## src/rtl/raster_bar_select.sv

```systemverilog
module raster_bar_select #(
  parameter int H_BITS = 9,
  parameter int V_BITS = 9,
  parameter int PATS   = 8,
  parameter int WIDTH  = 4,
  parameter int GROUPS = 3,
  parameter int SEL_W  = 5
) (
  input  logic                            clk,
  input  logic                            rst_n,
  input  logic                            line_start,
  input  logic                            field_start,
  input  logic                            vblank,
  input  logic                            ctl_wr,
  input  logic [GROUPS*WIDTH*SEL_W-1:0]   ctl_data,
  input  logic [GROUPS*WIDTH-1:0]         ext_video,
  output logic [GROUPS*WIDTH-1:0]         pix_out
);
  localparam int LANES    = GROUPS * WIDTH;
  localparam int CTL_W    = LANES * SEL_W;
  localparam int NPAT     = 2 * PATS;
  localparam int IDX_W    = $clog2(NPAT);
  localparam logic [SEL_W-1:0] EXT_CODE = SEL_W'(NPAT);

  logic [H_BITS-1:0] hcnt;
  logic [V_BITS-1:0] vcnt;
  logic [CTL_W-1:0]  sel_pend, sel_act;
  logic [NPAT-1:0]   pats;

  always_ff @(posedge clk or negedge rst_n) begin
    if (!rst_n) begin
      hcnt <= '0;
      vcnt <= '0;
    end else begin
      hcnt <= line_start ? '0 : hcnt + 1'b1;
      if (field_start)     vcnt <= '0;
      else if (line_start) vcnt <= vcnt + 1'b1;
    end
  end

  always_ff @(posedge clk or negedge rst_n) begin
    if (!rst_n) begin
      sel_pend <= '1;
      sel_act  <= '1;
    end else begin
      if (ctl_wr) sel_pend <= ctl_data;
      if (vblank) sel_act  <= sel_pend;
    end
  end

  assign pats = {vcnt[PATS-1:0], hcnt[PATS-1:0]};

  for (genvar i = 0; i < LANES; i++) begin : g_lane
    logic [SEL_W-1:0] code;
    assign code = sel_act[i*SEL_W +: SEL_W];
    assign pix_out[i] = (code < SEL_W'(NPAT)) ? pats[code[IDX_W-1:0]] :
                        (code == EXT_CODE)    ? ext_video[i] : 1'b0;

    p_force_zero_r7: assert property (@(posedge clk) disable iff (!rst_n)
      (code > EXT_CODE) |-> !pix_out[i]);
    p_ext_pass_r6: assert property (@(posedge clk) disable iff (!rst_n)
      (code == EXT_CODE) |-> (pix_out[i] == ext_video[i]));
  end

  p_hclear_r2: assert property (@(posedge clk) disable iff (!rst_n)
    line_start |=> (hcnt == '0));
  p_hwrap_r2: assert property (@(posedge clk) disable iff (!rst_n)
    (!line_start && hcnt == '1) |=> (hcnt == '0));
  p_vclear_r3: assert property (@(posedge clk) disable iff (!rst_n)
    field_start |=> (vcnt == '0));
  p_vhold_r3: assert property (@(posedge clk) disable iff (!rst_n)
    (!line_start && !field_start) |=> $stable(vcnt));
  p_route_hold_r9: assert property (@(posedge clk) disable iff (!rst_n)
    !vblank |=> $stable(sel_act));
  p_route_load_r10: assert property (@(posedge clk) disable iff (!rst_n)
    vblank |=> (sel_act == $past(sel_pend)));
endmodule

```

## config.mk

```make
export PLATFORM = sky130hd
export DESIGN_NAME = raster_bar_select
export DESIGN_NICKNAME = d
export VERILOG_FILES = /design/src/rtl/raster_bar_select.sv
export SDC_FILE = /design/constraint.sdc
export NUM_CORES = 1
export LEC_CHECK = 0
export ABC_AREA = 1
export BUFFER_PORTS_ARGS = -buffer_cell sky130_fd_sc_hd__buf_2
export CORE_MARGIN = 2
export CORE_UTILIZATION = 42
export DETAILED_ROUTE_END_ITERATION = 12
export PLACE_DENSITY_LB_ADDON = 0.25
export SETUP_SLACK_MARGIN = 0.5
export SYNTH_ARGS = -nofsm -noshare
export SYNTH_HDL_FRONTEND = slang
export SYNTH_SLANG_ARGS = --single-unit
export TNS_END_PERCENT = 1
```

## constraint.sdc

```tcl
create_clock -name clk -period 1.3 [get_ports clk]
set_input_delay 0.195 -clock clk [delete_from_list [all_inputs] [get_ports clk]]
set_output_delay 0.195 -clock clk [all_outputs]
set_load 0.1 [all_outputs]
```

==> results of run 1 <==
-- how the worst max path moves through the flow --
stage	from	to	slack, ps	cells past startpoint
CTS	vcnt[0]$_DFFE_PN0P_	pix_out[8]	-900	10
detailed placement	sel_act[20]$_DFFE_PN1P_	pix_out[4]	-490	5
global route	vcnt[0]$_DFFE_PN0P_	pix_out[9]	-980	10
finish	vcnt[0]$_DFFE_PN0P_	pix_out[1]	-890	10
global placement	hcnt[1]$_DFF_PN0_	pix_out[8]	-460	10
floorplan	sel_act[0]$_DFFE_PN1P_	pix_out[0]	-180	9
-- logic make-up after synthesis --
family | synth area share, %
buffers and inverters | 7.79
adders and majority gates | 0.333
DFF | 47.3
AOI/OAI and AO/OA | 5.03
and+or+nand+nor | 30.5
muxes | 8.99
-- repair_timing --
action / CTS / global route
gates resized for setup: 160 / 101
setup buffers: 10 / 6
cloned: 0 / 0
pin swaps: 42 / 60
hold buffers: 59 / 0
hold endpoints to repair: 98 / 0
endpoints found under the setup margin: 83 / 144
-- layout make-up --
class                           count  area share [%]
Timing Repair Buffer              292            23.8
Tap cell                          225            2.44
Inverter                           82            3.38
Multi-Input combinational cell    665            34.4
Clock inverter                     10            1.03
Sequential cell                   136            30.8
Clock buffer                       20            4.14
-- per-layer routing --
layer / wire length, um / global-route usage, % / vias up
li1: - / - / 3604
met1: 9080 / 31.7 / 3517
met2: 11000 / 39.5 / 269
met3: 1400 / 4.97 / 57
met4: 619 / 9.52 / 0
met5: 0 / 0 / -
-- registers in the layout, summed over array words and instances (netlist names) --
| signal | flops |
|---|---|
| sel_act | 60 |
| hcnt | 8 |
| sel_pend | 60 |
| vcnt | 8 |
-- power by group through the flow --
stage	sequential (uW)	clock [uW]	combinational [uW]
6_report	5390	4910	4630
5_1_grt	5450	5190	5000
4_1_cts	5360	5010	4390
3_5_place_dp	5390	0	3950
3_3_place_gp	5380	0	3910
2_1_floorplan	5240	0	2700
-- placed cells by master, fill, tap and decap left out, types with 23 or more instances in the layout --
cell type,netlist,final
buf_12,0,34
buf_4,2,84
o21ai_2,0,45
dfstp_2,120,120
nand3_1,171,145
nand2_1,316,293
buf_2,33,75
dlygate4sd3_1,0,59
nand3_2,0,24
buf_6,6,38
mux2_2,60,60
inv_2,14,35
inv_4,0,23
-- worst register-to-register path, delay by kind of cell (launching register included) --
family | cells | cell delay, ps
AO/OA/AOI/OAI | 2 | 170
adder cells (fa/ha/maj) | 1 | 150
buffers and inverters | 3 | 340
flip-flops | 1 | 380
AND/OR/NAND/NOR | 3 | 330
-- stage by stage --
step	setup TNS, ps	setup slack [ps]	hold WS [ps]	total power [uW]
global route	-12320	-975	1.96	15600
global placement	-5290	-460	352	9290
floorplan	-2060	-175	-101	7940
finish	-10790	-891	14.9	14900
detailed placement	-5500	-488	358	9350
CTS	-10520	-902	0.129	14800
==> results.py, run 1 <==
metrics = {
    "pwr": {
        "p_clk_share_pct": 32.9,
        "ir_drop_v": 0.000995,
        "total_leakage_power_uw": 0.00548,
        "switching_share_pct": 32.3,
        "p_comb_share_pct": 31.0,
        "seqPwrFrac_pct": 36.1,
        "p_int_uw": 10100,
        "powerDensity_mw_per_mm2": 1290,
        "p_sw_uw": 4830,
    },
    "sta": {
        "rsz0062_at_grt": "yes",
        "hold_violations": 0,
        "tightestPinTransition_ps": 368,
        "fmax_ghz": 0.457,
        "finalMaxSlewViolations": 0,
        "worst_slack_ps": -891,
        "relSlewSlack_pct": 75.5,
        "min_period_over_period_pct": 169,
        "period_needed_ps": 2190,
        "finalSetupViolations": 18,
        "fin_skew_ps": 7.44,
    },
    "logic_synthesis": {
        "synth_area_leader_cell": "dfstp_2",
        "synth.cell_area_mm2": 0.00751,
        "avgSynthCellArea_um2": 8.06,
        "yosys_warnings": 0,
        "yosys-top-cells-count": "nand2_1, nand3_1, dfstp_2",
        "synth_cell_types": 25,
        "ys_seq_area_share_pct": 47.3,
        "syn_inst": 932,
        "async_flop_share_pct": 100,
        "netlist.area_leader.share_pct": 42.0,
        "yosys-top-cells-area": "dfstp_2, nand2_1, nand3_1",
        "syn_nets": 1012,
        "ys_seq_elements": 136,
        "synth_edf_count": 0,
        "yosysMostFrequentCell": "nand2_1",
        "synth_ff_type": "dfstp_2",
    },
    "clock_tree": {
        "cts_buffer_depth": 2,
        "cts_tree": "done",
        "clockRootBuffer": "clkbuf_16",
        "clk_latency_ps": 430,
        "cts_inserted_buffers": 17,
        "htreeDepth": 4,
        "clock-sinks": 136,
        "clkTransAtPathRegs_ps": 60,
    },
    "cells_and_area": {
        "fin_cells": 1430,
        "multi_input_area_mm2": 0.00397,
        "n_antenna_cell": 0,
        "seq_area_mm2": 0.00355,
        "nets": 1274,
        "areaGrowthSynthToFinish_pct": 53.6,
        "drive_gt1_share_pct": 51.4,
        "utilization_pct": 66.3,
        "fillers": 1380,
        "final_area_mm2": 0.0115,
    },
    "grt": {
        "grt_overflow_total": 0,
        "gr-usage-all-layers_pct": 24.2,
        "grt_max_degree": 70,
        "grt_pass1_vias": 7182,
        "grt_pass1_wl_mm": 35.5,
        "antenna_found_initial": 0,
    },
    "drt": {
        "drt-total-wl_mm": 22.0,
        "ant_nets": 0,
        "drcViolationCount": 0,
        "firstDrtPassIters": 6,
        "vias": 7447,
        "viasPerCell": 5.21,
        "wl_per_cell_um": 15.4,
        "drt_iter0_markers": 612,
    },
    "worst_hold_path": {
        "hp-start": "ctl_data[19]",
        "holdPathStages": 2,
        "min_path_type": "in2reg",
        "min_to": "sel_pend[19]$_DFFE_PN1P_",
    },
    "floorplanning": {
        "io_pins": 90,
        "die_area_mm2": 0.0190,
        "dieWidth_um": 138,
        "fp-row-count": 48,
        "start_util_pct": 43.1,
        "coreArea_mm2": 0.0174,
        "dieHeight_um": 138,
    },
    "critical_path": {
        "crit_family": "buffers and inverters",
        "r2r_cells": 9,
        "crit_path_max_fanout": 5,
        "end_kind": "primary output",
        "r2r-end": "vcnt[6]$_DFFE_PN0P_",
        "slowest_stage": "dfrtp_1",
        "crit_path_max_incr_delay_ps": 380,
        "cp_num_buf_inv": 3,
        "path_cells": "clkinvlp_4 > buf_6 > nand2_1 > nand3_2 > nand3_2 > nand2_2 > nand2_2 > nand3_4 > nand2_8 > buf_12",
        "worstPathRequired_ps": 1110,
        "crit_path_start_kind": "register",
        "cp.arrival_ps": 2000,
        "reg2reg_slack_ps": -180,
        "path_class": "reg2out",
        "r2r_start": "vcnt[0]$_DFFE_PN0P_",
    },
    "place": {
        "gp_congestion": 0.893,
        "place_area_mm2": 0.00961,
        "dp.cells": 1325,
        "port_buffers": 89,
        "dp_hpwl_mm": 14.5,
    },
    "flow_run": {
        "maxCapViolations": 0,
    },
    "status": {
        "status": "finished, violations left",
        "failed_checks": "negative setup slack",
    },
}
No activity file was read; power rests on OpenSTA's default activity.
==> inputs of run 2 (changes only) <==
--- a/config.mk
+++ b/config.mk
@@ -7,8 +7,10 @@
 export LEC_CHECK = 0
 export ABC_AREA = 1
 export BUFFER_PORTS_ARGS = -buffer_cell sky130_fd_sc_hd__buf_2
-export CORE_MARGIN = 2
+export CORE_ASPECT_RATIO = 0.7
+export CORE_MARGIN = 8
 export CORE_UTILIZATION = 42
+export CTS_BUF_LIST = sky130_fd_sc_hd__clkbuf_16
 export DETAILED_ROUTE_END_ITERATION = 12
 export PLACE_DENSITY_LB_ADDON = 0.25
 export SETUP_SLACK_MARGIN = 0.5
==> results.py, run 2 (same netlist as run 1, synthesis figures left out) <==
metrics = {
    "critical_path": {
        "r2r_cells": 7,
        "crit_path_start_kind": "register",
        "worstPathRequired_ps": 1110,
        "crit_path_max_fanout": 8,
        "slowest_stage": "dfstp_2",
        "crit_path_max_incr_delay_ps": 570,
        "cp.arrival_ps": 1840,
        "path_cells": "buf_6 > nand2_2 > nand3_2 > nand3_1 > nand2_1 > nand2_1 > nand3_2 > nand2_8 > buf_12",
        "reg2reg_slack_ps": 60,
        "end_kind": "primary output",
        "r2r-end": "vcnt[6]$_DFFE_PN0P_",
        "r2r_start": "vcnt[4]$_DFFE_PN0P_",
        "path_class": "reg2out",
    },
    "flow_run": {
        "maxCapViolations": 0,
    },
    "cells_and_area": {
        "reg_top3": "sel_act x60, sel_pend x60",
        "utilization_pct": 61.4,
        "areaGrowthSynthToFinish_pct": 45.0,
        "final_cell_mix": "nand2_1, nand3_1, dfstp_2",
        "final_common_cell": "nand2_1",
        "n_antenna_cell": 0,
        "drive_gt1_share_pct": 50.0,
        "nets": 1222,
    },
    "floorplanning": {
        "dieHeight_um": 128,
        "coreArea_mm2": 0.0177,
        "start_util_pct": 42.3,
        "die_area_mm2": 0.0225,
        "io_pins": 90,
        "dieWidth_um": 176,
        "fp-row-count": 41,
    },
    "clock_tree": {
        "clock-sinks": 136,
        "htreeDepth": 4,
        "cts_tree": "done",
        "clkTransAtPathRegs_ps": 60,
        "clockRootBuffer": "clkbuf_16",
        "cts_buffer_depth": 2,
        "cts_inserted_buffers": 17,
        "clk_latency_ps": 420,
    },
    "worst_hold_path": {
        "min_path_type": "in2reg",
        "min_to": "sel_pend[52]$_DFFE_PN1P_",
        "holdPathStages": 2,
        "hp-start": "ctl_data[52]",
    },
    "sta": {
        "fmax_ghz": 0.491,
        "hold_violations": 0,
        "tightestPinTransition_ps": 424,
        "fin_skew_ps": 5.72,
        "rsz0062_at_grt": "yes",
        "finalSetupViolations": 12,
        "finalHoldWorstSlack_ps": 7.72,
        "finalMaxSlewViolations": 0,
        "worst_slack_ps": -736,
        "min_period_over_period_pct": 157,
        "relSlewSlack_pct": 71.7,
        "period_needed_ps": 2040,
    },
    "place": {
        "gp_congestion": 0.853,
        "port_buffers": 89,
        "dp_hpwl_mm": 14.4,
    },
    "pwr": {
        "powerDensity_mw_per_mm2": 1330,
        "ir_drop_v": 0.000867,
        "finalPower_uw": 14500,
        "total_leakage_power_uw": 0.00517,
    },
    "drt": {
        "drt-total-wl_mm": 21.1,
        "viasPerCell": 5.11,
        "firstDrtPassIters": 5,
        "ant_nets": 0,
        "drcViolationCount": 0,
        "drt_iter0_markers": 403,
        "vias": 7104,
        "wl_per_cell_um": 15.2,
    },
    "grt": {
        "antenna_found_initial": 1,
        "grt_overflow_total": 0,
        "grt_pass1_vias": 6940,
        "gr-usage-all-layers_pct": 19.4,
        "grt_max_degree": 77,
        "grt_pass1_wl_mm": 35.2,
    },
    "status": {
        "status": "finished, violations left",
        "failed_checks": "negative setup slack",
    },
}
==> run 2: changes by cell type in the layout (fill, tap and decap cells not counted), sizes merged <==
cell and delta:
buf -26, inv +6, clkinvlp -3, clkbuf -3, dlygate4sd3 -26
==> run 2: worst max path at each step <==
stage	end	slack (ps)	from
2_1_floorplan	pix_out[0]	-180	sel_act[0]$_DFFE_PN1P_
3_3_place_gp	pix_out[9]	-470	sel_act[45]$_DFFE_PN1P_
3_5_place_dp	pix_out[9]	-500	sel_act[45]$_DFFE_PN1P_
4_1_cts	pix_out[8]	-730	sel_act[40]$_DFFE_PN1P_
5_1_grt	pix_out[4]	-840	sel_act[20]$_DFFE_PN1P_
6_report	pix_out[8]	-740	sel_act[40]$_DFFE_PN1P_
==> run 2: routing by layer <==
| layer | part of all wire (%) | GRT usage (%) | vias to the layer above |
|---|---|---|---|
| met5 | 0.062 | 0 | - |
| met4 | 1.1 | 5.37 | 2 |
| met3 | 7.1 | 5.09 | 27 |
| met2 | 46 | 30.7 | 227 |
| met1 | 46 | 25.7 | 3334 |
| li1 | - | - | 3514 |
==> run 2: through the flow <==
stage	cell area [um^2]	worst slack [ps]	TNS (ps)	std cells
detailed placement	9290	-502	-5670	1326
finish	10900	-736	-8560	1389
global route	10900	-836	-9840	1389
floorplan	7870	-175	-2060	932
global placement	9290	-471	-5490	1326
CTS	10800	-733	-8640	1385
==> run 2: worst max-delay path: cells and delay by family, from the launching register on <==
| family | cells | cell delay, ps |
|---|---|---|
| and+or+nand+nor | 7 | 550 |
| buffers and inverters | 2 | 300 |
| DFF | 1 | 570 |
==> run 2: report_power, final <==
part / internal (uW) / switching, uW
clock: 2780 / 1870
sequential: 4980 / 372
combinational: 1990 / 2460
total: 9760 / 4710
==> run 2: repair_timing <==
item                       CTS  global route
setup endpoints to repair   85           107
resized for setup          245            46
pin swaps                   61            43
hold buffers                29             4
setup buffers                0             0
hold endpoints to repair    54             4
gates cloned                 0             0
==> run 2: final cells by class <==
type	instances	area, um^2
fillers	1561	6860
multi-input cells	665	3930
flip-flops and latches	136	3550
repair buffers	240	2190
clock buffers	17	425
inverters	82	368
well taps	236	295
clock inverters	13	133
==> inputs of run 3 (changes only) <==
--- a/config.mk
+++ b/config.mk
@@ -12,6 +12,7 @@
 export CORE_UTILIZATION = 42
 export CTS_BUF_LIST = sky130_fd_sc_hd__clkbuf_16
 export DETAILED_ROUTE_END_ITERATION = 12
+export HOLD_SLACK_MARGIN = 0.06
 export PLACE_DENSITY_LB_ADDON = 0.25
 export SETUP_SLACK_MARGIN = 0.5
 export SYNTH_ARGS = -nofsm -noshare
==> results.py, run 3 (same netlist as run 1, synthesis figures left out) <==
metrics = {
    "clock_tree": {
        "clk_latency_ps": 420,
        "clockRootBuffer": "clkbuf_16",
        "clock-sinks": 136,
        "cts_buffer_depth": 2,
        "cts_inserted_buffers": 17,
        "clkTransAtPathRegs_ps": 60,
        "cts_tree": "done",
        "postCtsSetupRepairBufs": 0,
        "htreeDepth": 4,
    },
    "drt": {
        "viasPerCell": 5.07,
        "drt-total-wl_mm": 21.3,
        "firstDrtPassIters": 5,
        "drt_iter0_markers": 435,
        "ant_nets": 0,
        "vias": 7201,
        "drcViolationCount": 0,
        "wl_per_cell_um": 15.0,
    },
    "critical_path": {
        "worstPathRequired_ps": 1110,
        "crit_family": "simple AND/OR/NAND/NOR gates",
        "slowest_stage": "dfstp_2",
        "crit_path_start_kind": "register",
        "path_class": "reg2out",
        "path_cells": "inv_4 > nand2_1 > nand3_2 > nand3_1 > nand2_1 > nand2_1 > nand3_2 > nand2_8 > buf_12",
        "crit_path_max_fanout": 9,
        "cp.arrival_ps": 1840,
        "end_kind": "primary output",
        "cpMostUsedCell": "nand2_1",
        "crit_path_max_incr_delay_ps": 570,
        "cp_num_buf_inv": 2,
    },
    "pwr": {
        "total_leakage_power_uw": 0.00530,
        "p_clk_share_pct": 32.0,
        "powerDensity_mw_per_mm2": 1300,
        "p_int_uw": 9820,
        "p_comb_share_pct": 31.1,
        "seqPwrFrac_pct": 36.8,
        "switching_share_pct": 32.4,
        "p_sw_uw": 4710,
        "ir_drop_v": 0.000866,
    },
    "place": {
        "gp_congestion": 0.853,
        "dp_hpwl_mm": 14.4,
        "port_buffers": 89,
        "dp.cells": 1326,
        "place_area_mm2": 0.00929,
    },
    "sta": {
        "hold_violations": 0,
        "fin_skew_ps": 5.56,
        "finalSetupTns_ps": -8530,
        "period_needed_ps": 2030,
        "worst_slack_ps": -731,
        "tightestPinTransition_ps": 433,
        "rsz0062_at_grt": "yes",
        "finalSetupViolations": 12,
        "finalMaxSlewViolations": 0,
        "fmax_ghz": 0.492,
        "min_period_over_period_pct": 156,
        "relSlewSlack_pct": 71.1,
        "finalHoldWorstSlack_ps": 137,
    },
    "grt": {
        "antenna_found_initial": 0,
        "grt_pass1_vias": 7111,
        "gr-usage-all-layers_pct": 19.7,
        "grt_pass1_wl_mm": 36.0,
        "grt_max_degree": 77,
        "grt_overflow_total": 0,
    },
    "cells_and_area": {
        "n_antenna_cell": 0,
        "drive_gt1_share_pct": 48.7,
        "nets": 1252,
        "multi_input_area_mm2": 0.00393,
        "areaGrowthSynthToFinish_pct": 49.0,
        "utilization_pct": 63.1,
        "final_cell_mix": "nand2_1, nand3_1, dfstp_2",
        "fin_cells": 1419,
        "seq_area_mm2": 0.00355,
        "final_common_cell": "nand2_1",
        "reg_top3": "sel_act x60, sel_pend x60",
        "fillers": 1517,
        "final_area_mm2": 0.0112,
    },
    "floorplanning": {
        "fp-row-count": 41,
        "io_pins": 90,
        "start_util_pct": 42.3,
        "coreArea_mm2": 0.0177,
        "dieHeight_um": 128,
        "dieWidth_um": 176,
        "die_area_mm2": 0.0225,
    },
    "status": {
        "status": "finished, violations left",
        "failed_checks": "negative setup slack",
    },
    "flow_run": {
        "maxCapViolations": 0,
    },
    "worst_hold_path": {
        "min_path_type": "in2reg",
    },
}
## run 3: cell count changes in the layout (fill, tap and decap cells not counted), sizes merged
cell / before / now
dlygate4sd3: 33 / 63
## run 3: worst register-to-register path, cell delays in order (launching register included)
cell and delay (ps):
dfrtp_1 350, inv_1 60, buf_6 130, buf_4 150
nor3_4 190, nand2_2 70, o21ai_1 120, a21oi_1 50
## run 3: what timing repair did
action,4_1_cts,5_1_grt
pin swaps,61,43
gates resized for setup,245,46
hold endpoints to repair,88,0
endpoints found under the setup margin,85,107
cloned,0,0
hold buffers,63,0
## run 3: area by class of cell
class / instances / area share, %
Clock buffer: 17 / 3.80
Clock inverter: 13 / 1.18
Inverter: 82 / 3.29
Multi-Input combinational cell: 665 / 35.1
Sequential cell: 136 / 31.7
Tap cell: 236 / 2.64
Timing Repair Buffer: 270 / 22.3
## run 3: routing by layer
layer  up-vias  track usage, %  part of all wire, %  wire (um)
li1       3572               -                    -          -
met1      3417            26.3                   47       9970
met2       185            31.4                   46       9820
met3        27            4.91                  5.9       1260
met4         0            5.37                  1.4        301
met5         -               0                    0          0
## run 3: per-stage QoR
step	setup WS (ps)	total power, uW
2_1_floorplan	-175	7940
3_5_place_dp	-502	9030
6_report	-731	14500
3_3_place_gp	-471	8970
5_1_grt	-836	15300
4_1_cts	-733	14500
## run 3: final timing paths
kind / endpoint / slack [ps] / depth (start not counted) / startpoint
max in group asynchronous: sel_act[30]$_DFFE_PN1P_ / 580 / 3 / rst_n
min reg2reg: sel_act[14]$_DFFE_PN1P_ / 470 / 2 / sel_pend[14]$_DFFE_PN1P_
max: pix_out[8] / -730 / 9 / sel_act[40]$_DFFE_PN1P_
min in group asynchronous: hcnt[0]$_DFF_PN0_ / 190 / 2 / rst_n
max reg2reg: vcnt[6]$_DFFE_PN0P_ / 50 / 7 / vcnt[4]$_DFFE_PN0P_
min: vcnt[0]$_DFFE_PN0P_ / 140 / 4 / field_start
## run 3: power groups by stage
stage                     registers [uW]  logic (uW)  clock network (uW)
after floorplan                     5240        2700                   0
after global placement              5340        3630                   0
after detailed placement            5360        3670                   0
after CTS                           5330        4480                4730
after global routing                5430        4900                4920
final                               5350        4520                4650
